### config.mk
export PLATFORM = sky130hd
export DESIGN_NAME = dmatx_ctrl
export DESIGN_NICKNAME = d
export VERILOG_FILES = /design/src/rtl/dmatx_pkg.sv /design/src/rtl/dmatx_chan_bank.sv /design/src/rtl/dmatx_rr_arb.sv /design/src/rtl/dmatx_evq.sv /design/src/rtl/dmatx_ctrl.sv
export SDC_FILE = /design/constraint.sdc
export NUM_CORES = 2
export LEC_CHECK = 0
export ABC_AREA = 1
export BUFFER_PORTS_ARGS = -buffer_cell sky130_fd_sc_hd__buf_2
export CORE_UTILIZATION = 40
export DETAILED_ROUTE_END_ITERATION = 7
export GPL_TIMING_DRIVEN = 1
export HOLD_SLACK_MARGIN = 0.08
export MAX_ROUTING_LAYER = met4
export PLACE_DENSITY_LB_ADDON = 0.08
export SETUP_SLACK_MARGIN = 0.3
export SYNTH_ARGS = -nofsm -noshare
export SYNTH_HDL_FRONTEND = slang
export SYNTH_SLANG_ARGS = --single-unit
### constraint.sdc
create_clock -name clk -period 4.6 [get_ports clk]
set_input_delay 0.23 -clock clk [delete_from_list [all_inputs] [get_ports clk]]
set_output_delay 0.23 -clock clk [all_outputs]
set_load 0.02 [all_outputs]
### src/rtl/dmatx_pkg.sv
// Shared definitions for the transmit DMA controller: register offsets,
// bit positions and the fetch state type. Assumes a 16-bit register port.
package dmatx_pkg;
    localparam int REG_W = 16;

    localparam logic [2:0] RA_CTRL     = 3'd0;
    localparam logic [2:0] RA_EVENT    = 3'd1;
    localparam logic [2:0] RA_COUNT    = 3'd2;
    localparam logic [2:0] RA_ADDR_LO  = 3'd3;
    localparam logic [2:0] RA_ADDR_HI  = 3'd4;
    localparam logic [2:0] RA_LINE_CTL = 3'd5;

    localparam int EV_VALID_BIT = 15;
    localparam int EV_ERR_BIT   = 14;
    localparam int GO_BIT       = 7;
    localparam int TXEN_BIT     = 0;
    localparam int STOP_BIT     = 1;

    typedef enum logic {ST_IDLE, ST_WAIT} xfer_state_t;
endpackage

### src/rtl/dmatx_chan_bank.sv
// Per-line channel state: address, count, active, enable, stop and
// event-pending flags. Host writes apply to the selected line and only
// while that line is idle. The DMA side advances or finishes one line per cycle.
// Assumes 16 < ADDR_W <= 23 so the extended bits fit below the start bit.
module dmatx_chan_bank import dmatx_pkg::*; #(
    parameter int NLINES = 16,
    parameter int ADDR_W = 22,
    parameter int CNT_W  = 16,
    localparam int LINE_W = $clog2(NLINES)
) (
    input  logic              clk,
    input  logic              rst_n,
    input  logic [LINE_W-1:0] sel,
    input  logic              wr_cnt,
    input  logic              wr_alo,
    input  logic              wr_ahi,
    input  logic              wr_lctl,
    input  logic [REG_W-1:0]  wdata,
    input  logic              adv,
    input  logic [LINE_W-1:0] adv_line,
    input  logic              fin,
    input  logic [LINE_W-1:0] fin_line,
    input  logic              clr_pend,
    input  logic [LINE_W-1:0] clr_line,
    output logic [ADDR_W-1:0] addr_o [NLINES],
    output logic [CNT_W-1:0]  cnt_o  [NLINES],
    output logic [NLINES-1:0] act_o,
    output logic [NLINES-1:0] txen_o,
    output logic [NLINES-1:0] stop_o,
    output logic [NLINES-1:0] pend_o
);
    localparam int XW = ADDR_W - 16;

    for (genvar i = 0; i < NLINES; i++) begin : g_line
        logic [ADDR_W-1:0] addr_q;
        logic [CNT_W-1:0]  cnt_q;
        logic              act_q, txen_q, stop_q, pend_q;
        logic              hit, adv_me, fin_me;

        assign hit    = (sel == LINE_W'(i));
        assign adv_me = adv && (adv_line == LINE_W'(i));
        assign fin_me = fin && (fin_line == LINE_W'(i));

        // Address and count: advance per sent byte, host load while idle.
        always_ff @(posedge clk) begin
            if (!rst_n) begin
                addr_q <= '0;
                cnt_q  <= '0;
            end else if (adv_me) begin
                addr_q <= addr_q + 1'b1;
                cnt_q  <= cnt_q - 1'b1;
            end else if (hit && !act_q) begin
                if (wr_cnt) cnt_q <= wdata[CNT_W-1:0];
                if (wr_alo) addr_q[15:0] <= wdata;
                if (wr_ahi) addr_q[ADDR_W-1:16] <= wdata[XW-1:0];
            end
        end

        // Active flag: set by an accepted start, cleared at completion.
        always_ff @(posedge clk) begin
            if (!rst_n)
                act_q <= 1'b0;
            else if (fin_me)
                act_q <= 1'b0;
            else if (wr_ahi && hit && wdata[GO_BIT] && !act_q && !pend_q)
                act_q <= 1'b1;
        end

        // Pending flag: one queued event per line at most.
        always_ff @(posedge clk) begin
            if (!rst_n)
                pend_q <= 1'b0;
            else if (fin_me)
                pend_q <= 1'b1;
            else if (clr_pend && clr_line == LINE_W'(i))
                pend_q <= 1'b0;
        end

        // Line control: transmit enable and stop request.
        always_ff @(posedge clk) begin
            if (!rst_n) begin
                txen_q <= 1'b0;
                stop_q <= 1'b0;
            end else if (wr_lctl && hit) begin
                txen_q <= wdata[TXEN_BIT];
                stop_q <= wdata[STOP_BIT];
            end
        end

        assign addr_o[i] = addr_q;
        assign cnt_o[i]  = cnt_q;
        assign act_o[i]  = act_q;
        assign txen_o[i] = txen_q;
        assign stop_o[i] = stop_q;
        assign pend_o[i] = pend_q;


        fin_active_chk: assert property (@(posedge clk) disable iff (!rst_n)
            fin_me |-> act_q);

        pend_idle_chk: assert property (@(posedge clk) disable iff (!rst_n)
            pend_q |-> !act_q);
    end
endmodule

### src/rtl/dmatx_rr_arb.sv
// Round-robin arbiter: grants the first requester after the last winner.
// The pointer moves only when the grant is taken. Assumes N >= 2.
module dmatx_rr_arb #(
    parameter int N = 16,
    localparam int IW = $clog2(N)
) (
    input  logic          clk,
    input  logic          rst_n,
    input  logic [N-1:0]  req,
    input  logic          take,
    output logic          gnt_valid,
    output logic [IW-1:0] gnt_idx
);
    logic [IW-1:0] last_q;

    // Search requesters in order starting after the last winner.
    always_comb begin
        gnt_valid = 1'b0;
        gnt_idx   = '0;
        for (int k = 1; k <= N; k++) begin
            if (!gnt_valid && req[(int'(last_q) + k) % N]) begin
                gnt_valid = 1'b1;
                gnt_idx   = IW'((int'(last_q) + k) % N);
            end
        end
    end

    // Remember the winner; after reset the search starts at index 0.
    always_ff @(posedge clk) begin
        if (!rst_n)
            last_q <= IW'(N - 1);
        else if (take && gnt_valid)
            last_q <= gnt_idx;
    end
endmodule

### src/rtl/dmatx_evq.sv
// Completion event FIFO. The oldest entry is shown on head.
// Assumes DEPTH is a power of two and that the producer never overfills it.
module dmatx_evq #(
    parameter int DEPTH = 16,
    parameter int W     = 5,
    localparam int PW   = $clog2(DEPTH)
) (
    input  logic         clk,
    input  logic         rst_n,
    input  logic         push,
    input  logic [W-1:0] din,
    input  logic         pop,
    output logic [W-1:0] head,
    output logic         empty,
    output logic         full
);
    logic [W-1:0]  mem_q [DEPTH];
    logic [PW-1:0] rd_q, wr_q;
    logic [PW:0]   cnt_q;

    // Storage write.
    always_ff @(posedge clk) begin
        if (push) mem_q[wr_q] <= din;
    end

    // Pointers and occupancy.
    always_ff @(posedge clk) begin
        if (!rst_n) begin
            rd_q  <= '0;
            wr_q  <= '0;
            cnt_q <= '0;
        end else begin
            if (push) wr_q <= wr_q + 1'b1;
            if (pop)  rd_q <= rd_q + 1'b1;
            cnt_q <= cnt_q + (PW+1)'(push) - (PW+1)'(pop);
        end
    end

    assign head  = mem_q[rd_q];
    assign empty = (cnt_q == '0);
    assign full  = (cnt_q == (PW+1)'(DEPTH));


    no_overflow_chk: assert property (@(posedge clk) disable iff (!rst_n)
        push && !pop |-> !full);

    pop_nonempty_chk: assert property (@(posedge clk) disable iff (!rst_n)
        pop |-> !empty);
endmodule

### src/rtl/dmatx_ctrl.sv
// Transmit DMA controller top. It decodes the register port, arbitrates one
// byte fetch at a time over the shared memory port, strobes the fetched
// byte to the line's transmitter, and queues completion events.
// Assumes a single outstanding memory read and a memory that eventually acks.
module dmatx_ctrl import dmatx_pkg::*; #(
    parameter int NLINES = 16,
    parameter int ADDR_W = 22,
    parameter int CNT_W  = 16
) (
    input  logic              clk,
    input  logic              rst_n,
    input  logic              reg_wr,
    input  logic              reg_rd,
    input  logic [2:0]        reg_addr,
    input  logic [15:0]       reg_wdata,
    output logic [15:0]       reg_rdata,
    output logic              mem_req,
    output logic [ADDR_W-1:0] mem_addr,
    input  logic              mem_ack,
    input  logic              mem_err,
    input  logic [7:0]        mem_rdata,
    input  logic [NLINES-1:0] tx_ready,
    output logic [NLINES-1:0] tx_valid,
    output logic [7:0]        tx_data
);
    localparam int LINE_W = $clog2(NLINES);
    localparam int EV_W   = LINE_W + 1;

    logic [LINE_W-1:0] sel_q;
    logic [ADDR_W-1:0] ch_addr [NLINES];
    logic [CNT_W-1:0]  ch_cnt  [NLINES];
    logic [NLINES-1:0] ch_act, ch_txen, ch_stop, ch_pend, eligible;

    xfer_state_t       state_q;
    logic [LINE_W-1:0] line_q;
    logic              req_q;
    logic [ADDR_W-1:0] maddr_q;
    logic [NLINES-1:0] txv_q;
    logic [7:0]        txd_q;

    logic              gnt_valid, take, quick, issue, acked;
    logic [LINE_W-1:0] gnt_idx;
    logic              fin, fin_err, adv, pop;
    logic [LINE_W-1:0] fin_line;
    logic [EV_W-1:0]   ev_head;
    logic              ev_empty, ev_full;

    logic wr_cnt, wr_alo, wr_ahi, wr_lctl;
    assign wr_cnt  = reg_wr && reg_addr == RA_COUNT;
    assign wr_alo  = reg_wr && reg_addr == RA_ADDR_LO;
    assign wr_ahi  = reg_wr && reg_addr == RA_ADDR_HI;
    assign wr_lctl = reg_wr && reg_addr == RA_LINE_CTL;

    // Line can progress: stop or empty count needs no fetch, else needs a ready transmitter.
    always_comb begin
        for (int i = 0; i < NLINES; i++)
            eligible[i] = ch_act[i] && (ch_stop[i] || ch_cnt[i] == '0 ||
                                        (ch_txen[i] && tx_ready[i]));
    end

    assign take    = (state_q == ST_IDLE);
    assign quick   = ch_stop[gnt_idx] || ch_cnt[gnt_idx] == '0;
    assign issue   = take && gnt_valid && !quick;
    assign acked   = (state_q == ST_WAIT) && mem_ack;
    assign adv     = acked && !mem_err;
    assign fin_err = acked && mem_err;
    assign fin     = (take && gnt_valid && quick) ||
                     (acked && (mem_err || ch_cnt[line_q] == CNT_W'(1)));
    assign fin_line = take ? gnt_idx : line_q;
    assign pop     = reg_rd && reg_addr == RA_EVENT && !ev_empty;

    dmatx_rr_arb #(.N(NLINES)) i_arb (
        .clk(clk), .rst_n(rst_n), .req(eligible), .take(take),
        .gnt_valid(gnt_valid), .gnt_idx(gnt_idx)
    );

    dmatx_chan_bank #(.NLINES(NLINES), .ADDR_W(ADDR_W), .CNT_W(CNT_W)) i_bank (
        .clk(clk), .rst_n(rst_n), .sel(sel_q),
        .wr_cnt(wr_cnt), .wr_alo(wr_alo), .wr_ahi(wr_ahi), .wr_lctl(wr_lctl),
        .wdata(reg_wdata), .adv(adv), .adv_line(line_q),
        .fin(fin), .fin_line(fin_line),
        .clr_pend(pop), .clr_line(ev_head[LINE_W-1:0]),
        .addr_o(ch_addr), .cnt_o(ch_cnt), .act_o(ch_act),
        .txen_o(ch_txen), .stop_o(ch_stop), .pend_o(ch_pend)
    );

    dmatx_evq #(.DEPTH(NLINES), .W(EV_W)) i_evq (
        .clk(clk), .rst_n(rst_n), .push(fin), .din({fin_err, fin_line}),
        .pop(pop), .head(ev_head), .empty(ev_empty), .full(ev_full)
    );

    // Line select register.
    always_ff @(posedge clk) begin
        if (!rst_n)
            sel_q <= '0;
        else if (reg_wr && reg_addr == RA_CTRL)
            sel_q <= reg_wdata[LINE_W-1:0];
    end

    // Fetch sequencer: issue one read, then strobe the byte on acknowledge.
    always_ff @(posedge clk) begin
        if (!rst_n) begin
            state_q <= ST_IDLE;
            line_q  <= '0;
            req_q   <= 1'b0;
            maddr_q <= '0;
            txv_q   <= '0;
            txd_q   <= '0;
        end else begin
            txv_q <= '0;
            if (issue) begin
                state_q <= ST_WAIT;
                line_q  <= gnt_idx;
                req_q   <= 1'b1;
                maddr_q <= ch_addr[gnt_idx];
            end else if (acked) begin
                state_q <= ST_IDLE;
                req_q   <= 1'b0;
                if (!mem_err) begin
                    txv_q[line_q] <= 1'b1;
                    txd_q         <= mem_rdata;
                end
            end
        end
    end

    // Register read multiplexer for the selected line.
    always_comb begin
        reg_rdata = '0;
        case (reg_addr)
            RA_CTRL:     reg_rdata = 16'(sel_q);
            RA_EVENT:    if (!ev_empty) begin
                             reg_rdata = 16'(ev_head[LINE_W-1:0]);
                             reg_rdata[EV_VALID_BIT] = 1'b1;
                             reg_rdata[EV_ERR_BIT]   = ev_head[EV_W-1];
                         end
            RA_COUNT:    reg_rdata = 16'(ch_cnt[sel_q]);
            RA_ADDR_LO:  reg_rdata = ch_addr[sel_q][15:0];
            RA_ADDR_HI:  begin
                             reg_rdata = 16'(ch_addr[sel_q][ADDR_W-1:16]);
                             reg_rdata[GO_BIT] = ch_act[sel_q];
                         end
            RA_LINE_CTL: begin
                             reg_rdata[TXEN_BIT] = ch_txen[sel_q];
                             reg_rdata[STOP_BIT] = ch_stop[sel_q];
                         end
            default:     reg_rdata = '0;
        endcase
    end

    assign mem_req  = req_q;
    assign mem_addr = maddr_q;
    assign tx_valid = txv_q;
    assign tx_data  = txd_q;


    req_hold_chk: assert property (@(posedge clk) disable iff (!rst_n)
        mem_req && !mem_ack |=> mem_req && $stable(mem_addr));

    issue_enabled_chk: assert property (@(posedge clk) disable iff (!rst_n)
        issue |-> ch_txen[gnt_idx] && tx_ready[gnt_idx]);

    tx_onehot_chk: assert property (@(posedge clk) disable iff (!rst_n)
        $onehot0(tx_valid));

    err_no_tx_chk: assert property (@(posedge clk) disable iff (!rst_n)
        mem_req && mem_ack && mem_err |=> tx_valid == '0);
endmodule

# Word-level counts from Yosys, hierarchy flattened
# Memories as Yosys holds them, arrays and structs flattened. A register that Yosys moved wholly into a read port is not among the register bits.
# Index checks and enable logic that the tools add are counted.
classes:
  add_sub_neg: 52
  order_cmp: 23
  n_eq_ne: 66
  muxes: 214
  bitwise: 24
  n_reduce_logical: 477
ops:
  columns: ["cell", "n"]
  rows:
  - ["22-bit two-way mux", 36]
  - ["16-bit two-way mux", 41]
  - ["22-bit by 1-bit adder with 22-bit output (second input constant)", 16]
  - ["16-bit zero test", 17]
  - ["16-bit by 1-bit subtractor with 16-bit output (second input constant)", 16]
  - ["1-bit logical AND", 206]
  - ["16-bit binary-select mux with 4-bit select", 3]
  - ["22-bit binary-select mux with 4-bit select", 2]
  - ["2-bit nonzero test", 81]
  - ["4-bit equality test (second input constant)", 32]
  - ["5-bit by 6-bit < comparator with 1-bit output (second input constant)", 16]
  - ["2-bit AND reduction", 48]
  - ["1-bit two-way mux", 89]
  - ["1-bit binary-select mux with 4-bit select", 20]
  - ["4-bit two-way mux", 19]
  - ["14-bit case mux with 5 select lines", 1]
  - ["4-bit OR reduction", 17]
  - ["4-bit by 3-bit equality test with 1-bit output (second input constant)", 16]
  - ["1-bit zero test", 50]
  - ["1-bit logical OR", 35]
  - ["4-bit adder (second input constant)", 8]
  - ["4-bit by 2-bit equality test with 1-bit output (second input constant)", 8]
  - ["2-bit OR reduction", 16]
  - ["4-bit by 1-bit adder with 4-bit output (second input constant)", 4]
  - ["other kinds (22)", 59]
word_totals:
  ff_bits: 744
  ram_bits: 80
  in_bits: 49
  out_inout_bits: 63
  elab_cells: 979
  mem_count: 1
memory_table:
  columns: ["memory", "depth", "word_bits", "read_ports", "rd_clocked_by_memory_dff", "wr", "line_no", "text"]
  rows:
  - ["i_evq.mem_q", 16, 5, 1, 1, 1, "dmatx_evq.sv:17", "logic [W-1:0] mem_q [DEPTH];"]

# Logic depth before layout (Yosys ltp)
depth:
  ltp_word: 63
  mapped_depth: 44

# By module
# Synthesis repeated with hierarchy kept, for this count alone.
hier_totals:
  cells_unflattened: 10881
  area_unflattened_um2: 64176.6
modules_own_cells:
  columns: ["mod", "n_inst", "cells_each", "area_per_inst_um2", "seq_area_each_um2"]
  rows:
  - ["dmatx_chan_bank", 1, 7435, 44297.5, 13452.9]
  - ["dmatx_ctrl", 1, 2646, 13538.0, 1101.1]
  - ["dmatx_evq", 1, 440, 4322.9, 2742.6]
  - ["dmatx_rr_arb", 1, 360, 2018.2, 80.1]

# Worst setup path after synthesis
# Ideal clock, no wire load.
synth_path:
  path_type: "flip-flop to flip-flop"
  startpoint: "register i_arb.last_q[1]"
  endpoint: "register i_evq.cnt_q[4]"
  arrival_ns: 4.956
  path_slack_ns: -0.426
  stages_incl_launch_ff: 34
  path_buffers: 4
  period_less_slack_ns: 5.026
  path_cell_list: "dfxtp_1 inv_1 clkbuf_1 ha_1 inv_1 clkbuf_1 nand3_1 nand3_1 nand3_1 nand2_4 nand4_4 nor2_4 nand4_2 nor2_4 nand4_2 nor2_4 nand4_4 nor2_4 inv_2 nand2_2 buf_4 nand2_1 nand3_2 nand3_4 nand3_4 nand2_1 buf_4 ha_1 fa_1 nand2_1 a21oi_1 nor2_1 o21ai_0 a21oi_1"
synth_via:
  elab_chain_len: 60
synth_rtl:
  columns: ["element", "line_no", "text"]
  rows:
  - ["start: declaration", "dmatx_rr_arb.sv:14", "logic [IW-1:0] last_q;"]
  - ["start signal: assignment", "dmatx_rr_arb.sv:31", "last_q <= IW'(N - 1);"]
  - ["start signal: assignment", "dmatx_rr_arb.sv:33", "last_q <= gnt_idx;"]
  - ["4-bit by 1-bit adder with 4-bit output", "dmatx_rr_arb.sv:21, dmatx_rr_arb.sv:23", null]
  - ["1-bit binary-select mux with 4-bit select", "dmatx_rr_arb.sv:21", "if (!gnt_valid && req[(int'(last_q) + k) % N]) begin"]
  - ["1-bit two-way mux (implied by the code) (2 in a row)", "dmatx_rr_arb.sv:21", null]
  - ["1-bit two-way mux", "dmatx_rr_arb.sv:21", null]
  - ["1-bit zero test", "dmatx_rr_arb.sv:21", null]
  - ["1-bit logical AND", "dmatx_rr_arb.sv:21", null]
  - ["1-bit two-way mux", "dmatx_rr_arb.sv:21", null]
  - ["1-bit zero test", "dmatx_rr_arb.sv:21", null]
  - ["[... 43 more ...]", null, null]
  - ["16-bit two-way mux (implied by the code) (2 in a row)", "dmatx_ctrl.sv:62", "assign quick = ch_stop[gnt_idx] || ch_cnt[gnt_idx] == '0;"]
  - ["16-bit zero test", "dmatx_ctrl.sv:62", null]
  - ["1-bit logical OR", "dmatx_ctrl.sv:62", null]
  - ["1-bit logical AND (*)", "dmatx_ctrl.sv:67", "assign fin = (take && gnt_valid && quick) ||"]
  - ["1-bit logical OR (*)", "dmatx_ctrl.sv:67", null]
  - ["named net fin", "dmatx_ctrl.sv:43", "logic fin, fin_err, adv, pop;"]
  - ["5-bit by 1-bit adder with 5-bit output (*)", "dmatx_evq.sv:35", "cnt_q <= cnt_q + (PW+1)'(push) - (PW+1)'(pop);"]
  - ["5-bit by 1-bit subtractor with 5-bit output (*)", "dmatx_evq.sv:35", null]
  - ["end signal: assignment", "dmatx_evq.sv:35", null]
  - ["end: declaration", "dmatx_evq.sv:19", "logic [PW:0] cnt_q;"]
# The timed path passes the listed nets; every way through them passes the cells marked *. The select of a mux whose other input is x is not followed.
# A chain may end at the register's enable or synchronous reset.

# Final worst setup path
layout_path:
  startpoint: "register i_bank.g_line[1].cnt_q[0]"
  endpoint: "register i_evq.cnt_q[4]"
layout_via:
  elab_chain_len: 63
layout_rtl:
  columns: ["element", "line_no", "text"]
  rows:
  - ["start: declaration", "dmatx_chan_bank.sv:36", "logic [CNT_W-1:0] cnt_q;"]
  - ["start signal: assignment", "dmatx_chan_bank.sv:51", "cnt_q <= cnt_q - 1'b1;"]
  - ["start signal: assignment", "dmatx_chan_bank.sv:53", "if (wr_cnt) cnt_q <= wdata[CNT_W-1:0];"]
  - ["16-bit zero test", "dmatx_ctrl.sv:57", "eligible[i] = ch_act[i] && (ch_stop[i] || ch_cnt[i] == '0 ||"]
  - ["1-bit logical OR (2 in a row)", "dmatx_ctrl.sv:57", null]
  - ["1-bit logical AND", "dmatx_ctrl.sv:57", null]
  - ["1-bit binary-select mux with 4-bit select", "dmatx_rr_arb.sv:21", null]
  - ["1-bit two-way mux (implied by the code) (2 in a row)", "dmatx_rr_arb.sv:21", null]
  - ["1-bit two-way mux", "dmatx_rr_arb.sv:21", null]
  - ["1-bit zero test", "dmatx_rr_arb.sv:21", null]
  - ["1-bit logical AND", "dmatx_rr_arb.sv:21", null]
  - ["[... 44 more ...]", null, null]
  - ["16-bit binary-select mux with 4-bit select", "dmatx_ctrl.sv:62", null]
  - ["16-bit two-way mux (implied by the code) (2 in a row)", "dmatx_ctrl.sv:62", null]
  - ["16-bit zero test", "dmatx_ctrl.sv:62", null]
  - ["1-bit logical OR", "dmatx_ctrl.sv:62", null]
  - ["1-bit logical AND", "dmatx_ctrl.sv:67", null]
  - ["1-bit logical OR (*)", "dmatx_ctrl.sv:67", null]
  - ["5-bit by 1-bit adder with 5-bit output (*)", "dmatx_evq.sv:35", null]
  - ["5-bit by 1-bit subtractor with 5-bit output (*)", "dmatx_evq.sv:35", null]
# Every way passes the cells marked *; elsewhere a longest branch is shown, timed or not. The select of a mux whose other input is x is not followed.

==> results.md <==
* DRC Markers at 0
* Worst R2R Start: i_bank.g_line[1].cnt_q[0]$_SDFFE_PN0P_
* Top-area cell type share of the netlist area at 26.7%
* Die width at 376 µm
* Final hold violations at 0
* Clock latency on the worst-skew pair at 760 ps
* Root buffer cell: clkbuf_16
* Cell variety after synth at 67
* Worst Slack Setup Final at -102 ps
* Clk sinks at 828
* Power Internal at 32.3 mW
* Yosys warns at 0
* Num CTS Buffers at 106
* Tmin final at 4700 ps
* GR Util All Layers at 45.2%
* Post-synthesis xor/xnor area fraction at 2.19%
* Area Growth Syn to Fin at 27.9%
* Critical path startpoint category: flip-flop
* Util after Layout at 51.8%
* Area contributors post-synth: dfxtp_1 27%, nand2_1 14%, inv_1 7.4%
* Critical path startpoint: i_bank.g_line[1].cnt_q[0]$_SDFFE_PN0P_
* Longest Clk Path Bufs at 3
* R2R Path End: i_evq.cnt_q[4]$_SDFF_PN0_
* Crit share post-route at 102%
* Standard-cell rows at 136
* Worst Reg2Reg Path Length in Cells at 34
* Initial antenna violation count at 26
* Sequential element share of the synthesized area at 31.0%
* Status: finished, violations left
* Setup Skew at 25.8 ps
* Layout fillers at 14200
* EDFF count, synth at 80
* Syn avg cell area at 6.28 µm²
* Setup Viol. Count Final at 21
* Async S/R FF share, synth at 0%
* Overflow left after global routing at 0
* Dpl hpwl at 243000 µm
* Kind of critical path: reg -> reg
* Initial core utilization at 40.5%
* Largest net degree at the start of global routing at 143
* R2R Setup Slk at -100 ps
* Area leader, netlist: dfxtp_1
* Switching Fraction at 50.4%
* #FFs+latches synth at 828
* Final Wtd Congestion at 1.11
* Number of global-route vias before repair at 63100
* Worst Hold Path Cells at 4
* Post-synth top flop: dfxtp_1
* Maximum vdd drop at 1350 µV
* Hold WC Path Type: in -> reg
* Rel. slew slack at 15.3%
* Die ar. at 141000 µm²
* Cell area after synthesis at 56000 µm²
* Fin cells at 11700
* CP peak stage delay at 340 ps
* Max cap viols at 0
* Pleak at 28.1 nW
* Placed Cells at 11400
* Simple-gate portion of the synthesized area at 28.8%
* Final setup TNS at -1070 ps
* Critical Path End Type: flip-flop
* Mux cell area share after synthesis at 0.358%
* Hold EP: i_bank.g_line[11].cnt_q[8]$_SDFFE_PN0P_
* Detail Route Antenna Nets at 0
* Pwr dens at 907 nW/µm²
* Adder-cell share of the synthesized area at 1.15%
* DR vias at 70600
* Required time of the critical path at 5290 ps
* Final slew viol count at 0
* Worst hold slack at 118 ps
* Switching power at 32.7 mW
* Clock Power Share at 13.6%
* Critical path data arrival time at 5390 ps
* Ports at 112
* Final total power at 65.0 mW
* Hold Path Origin: reg_wdata[8]
* Mapped Cells at 8917
* Port bufs at 111
* Nets at 9808
* Compound-Gate Fraction of Synth Area at 25.5%
* Share of cells above drive strength 1 at 17.3%
* CP max-delay cell: fa_2
* Worst-margin pin slew at 1270 ps
* First-pass GRT wire length at 452000 µm
* Fmax at 213 MHz
* RSZ-0062 raised after global routing: yes
* Reg clk slew, reported paths at 60 ps
* Comb power frac at 73.4%
* Vias/cell at 6.05
* CTS tree: yes
* Critical Path Most Common Cell: nand3_4
* Routed WL at 323000 µm
* Syn Nets at 9017
* WL per Instance at 27.7 µm
* Main combinational cell family by area after synthesis: simple AND/OR/NAND/NOR gates
* Die Ht at 376 µm
* Core area at 138000 µm²
* Pre-antenna DRT Iters at 8
* Flop pwr share at 12.9%
* Critical path peak fanout at 8
* Failing checks: negative setup slack
* H-tree levels at 3
* Starting DRT DRC Count at 10400
through the flow:
| step | cell area, µm² | worst slack [ps] |
|---|---|---|
| CTS | 70900 | 63.6 |
| detailed placement | 64700 | -468 |
| global route | 71600 | -295 |
| global placement | 64700 | -445 |
| finish | 71600 | -102 |
| floorplan | 56200 | 277 |
cell usage in the layout, fill, tap and decap left out, drive strengths merged, types with 117 or more instances in the layout:
cell    instances
a21oi         484
a22oi         117
a31oi         374
buf          1093
clkbuf        158
dfxtp         748
inv          1125
nand2        2028
nand3         441
nor2         1081
nor3          222
o211ai        210
o21ai         702
o22ai         238
xor2          127
area by class of cell:
type	count	area [µm²]	share of cell area, %
multi-input combinational	6498	34400	48.0
sequential	828	17400	24.3
timing repair buffer	1139	9590	13.4
inverter	1135	4290	5.99
clock buffer	157	3100	4.33
tap	1863	2330	3.25
clock inverter	35	460	0.643
antenna	23	57.6	0.0803
routing by layer:
metal	share of wire, %	vias up	global-route usage (%)
li1	-	31900	-
met1	41	33200	60.0
met2	40	4584	62.2
met3	13	884	12.4
met4	6.2	0	23.0
met5	0	-	-
cells in the mapped netlist, drive strengths merged (2+ instances only):
library cell	count
a32oi	24
a31o	3
o211ai	210
a31oi	374
a221o	2
a22oi	117
nor3	222
dfxtp	748
clkbuf	346
a22o	21
o31ai	20
o2bb2ai	9
o21bai	5
o21ai	702
buf	110
and3	2
or2	4
o41ai	5
xor2	127
nand3b	3
ha	50
nand3	441
a211oi	38
xnor2	12
a221oi	5
o22ai	238
nand2	2028
nand4	86
edfxtp	80
o21a	17
nor2	1081
a21oi	484
mux2i	20
inv	1117
a41oi	12
o221ai	64
a21o	12
nor4	47
nor3b	3
a32o	2
clkinv	18
cell families (layout without fill, tap and decap cells):
group,Yosys count,in the layout
xor gates and xnor gates,139,139
muxes,20,20
buffers and inverters,1591,2466
adders and majority gates,51,51
other,0,23
and+or+nand+nor,3918,3918
AOI/OAI and AO/OA,2370,2370
DFF,828,828
power groups by stage:
| stage | sequential (mW) | combinational [mW] | clock, mW |
|---|---|---|---|
| after floorplan | 8.55 | 16.2 | 0 |
| after global placement | 8.53 | 33.5 | 0 |
| after detailed placement | 8.53 | 33.5 | 0 |
| after CTS | 8.38 | 43.3 | 8.89 |
| after global routing | 8.41 | 48.4 | 9.15 |
| final | 8.39 | 47.7 | 8.87 |
critical path, delay by kind of cell (launching register included):
| kind | cells | cell delay [ps] |
|---|---|---|
| simple gates | 26 | 3040 |
| fa+ha+maj | 3 | 740 |
| flops | 1 | 330 |
| compound gates | 3 | 270 |
| buf+inv | 2 | 200 |
state kept, by name (all words and copies together) (netlist names), named ones only:
name / count
tx_valid: 16
i_arb.last_q: 4
i_bank.g_line.addr_q: 352
i_bank.g_line.cnt_q: 256
tx_data: 8
i_evq.cnt_q: 5
mem_req: 1
i_evq.rd_q: 4
mem_addr: 22
sel_q: 4
line_q: 4
i_evq.wr_q: 4
i_bank.g_line.txen_q: 16
i_bank.g_line.act_q: 16
i_bank.g_line.pend_q: 16
i_bank.g_line.stop_q: 16
i_evq.mem_q: 80
timing repair:
action                                  CTS  global route
endpoints found under the setup margin  202           172
buffers inserted                         44            16
endpoints found under the hold margin    77             0
hold buffers                             37             0
gates cloned                             14             1
resized for setup                       357           145
pin swaps                                90            69
how the worst max path moves through the flow:
stage,to,cells past startpoint,slack [ps]
3_3_place_gp,i_evq.mem_q[9][0]$_DFFE_PP_,36,-450
4_1_cts,i_evq.cnt_q[4]$_SDFF_PN0_,38,60
3_5_place_dp,i_evq.mem_q[5][1]$_DFFE_PP_,36,-470
2_1_floorplan,i_evq.cnt_q[4]$_SDFF_PN0_,33,280
6_report,i_evq.cnt_q[4]$_SDFF_PN0_,34,-100
5_1_grt,i_evq.cnt_q[4]$_SDFF_PN0_,35,-290
Note: power is estimated with default switching activity, not from simulation.
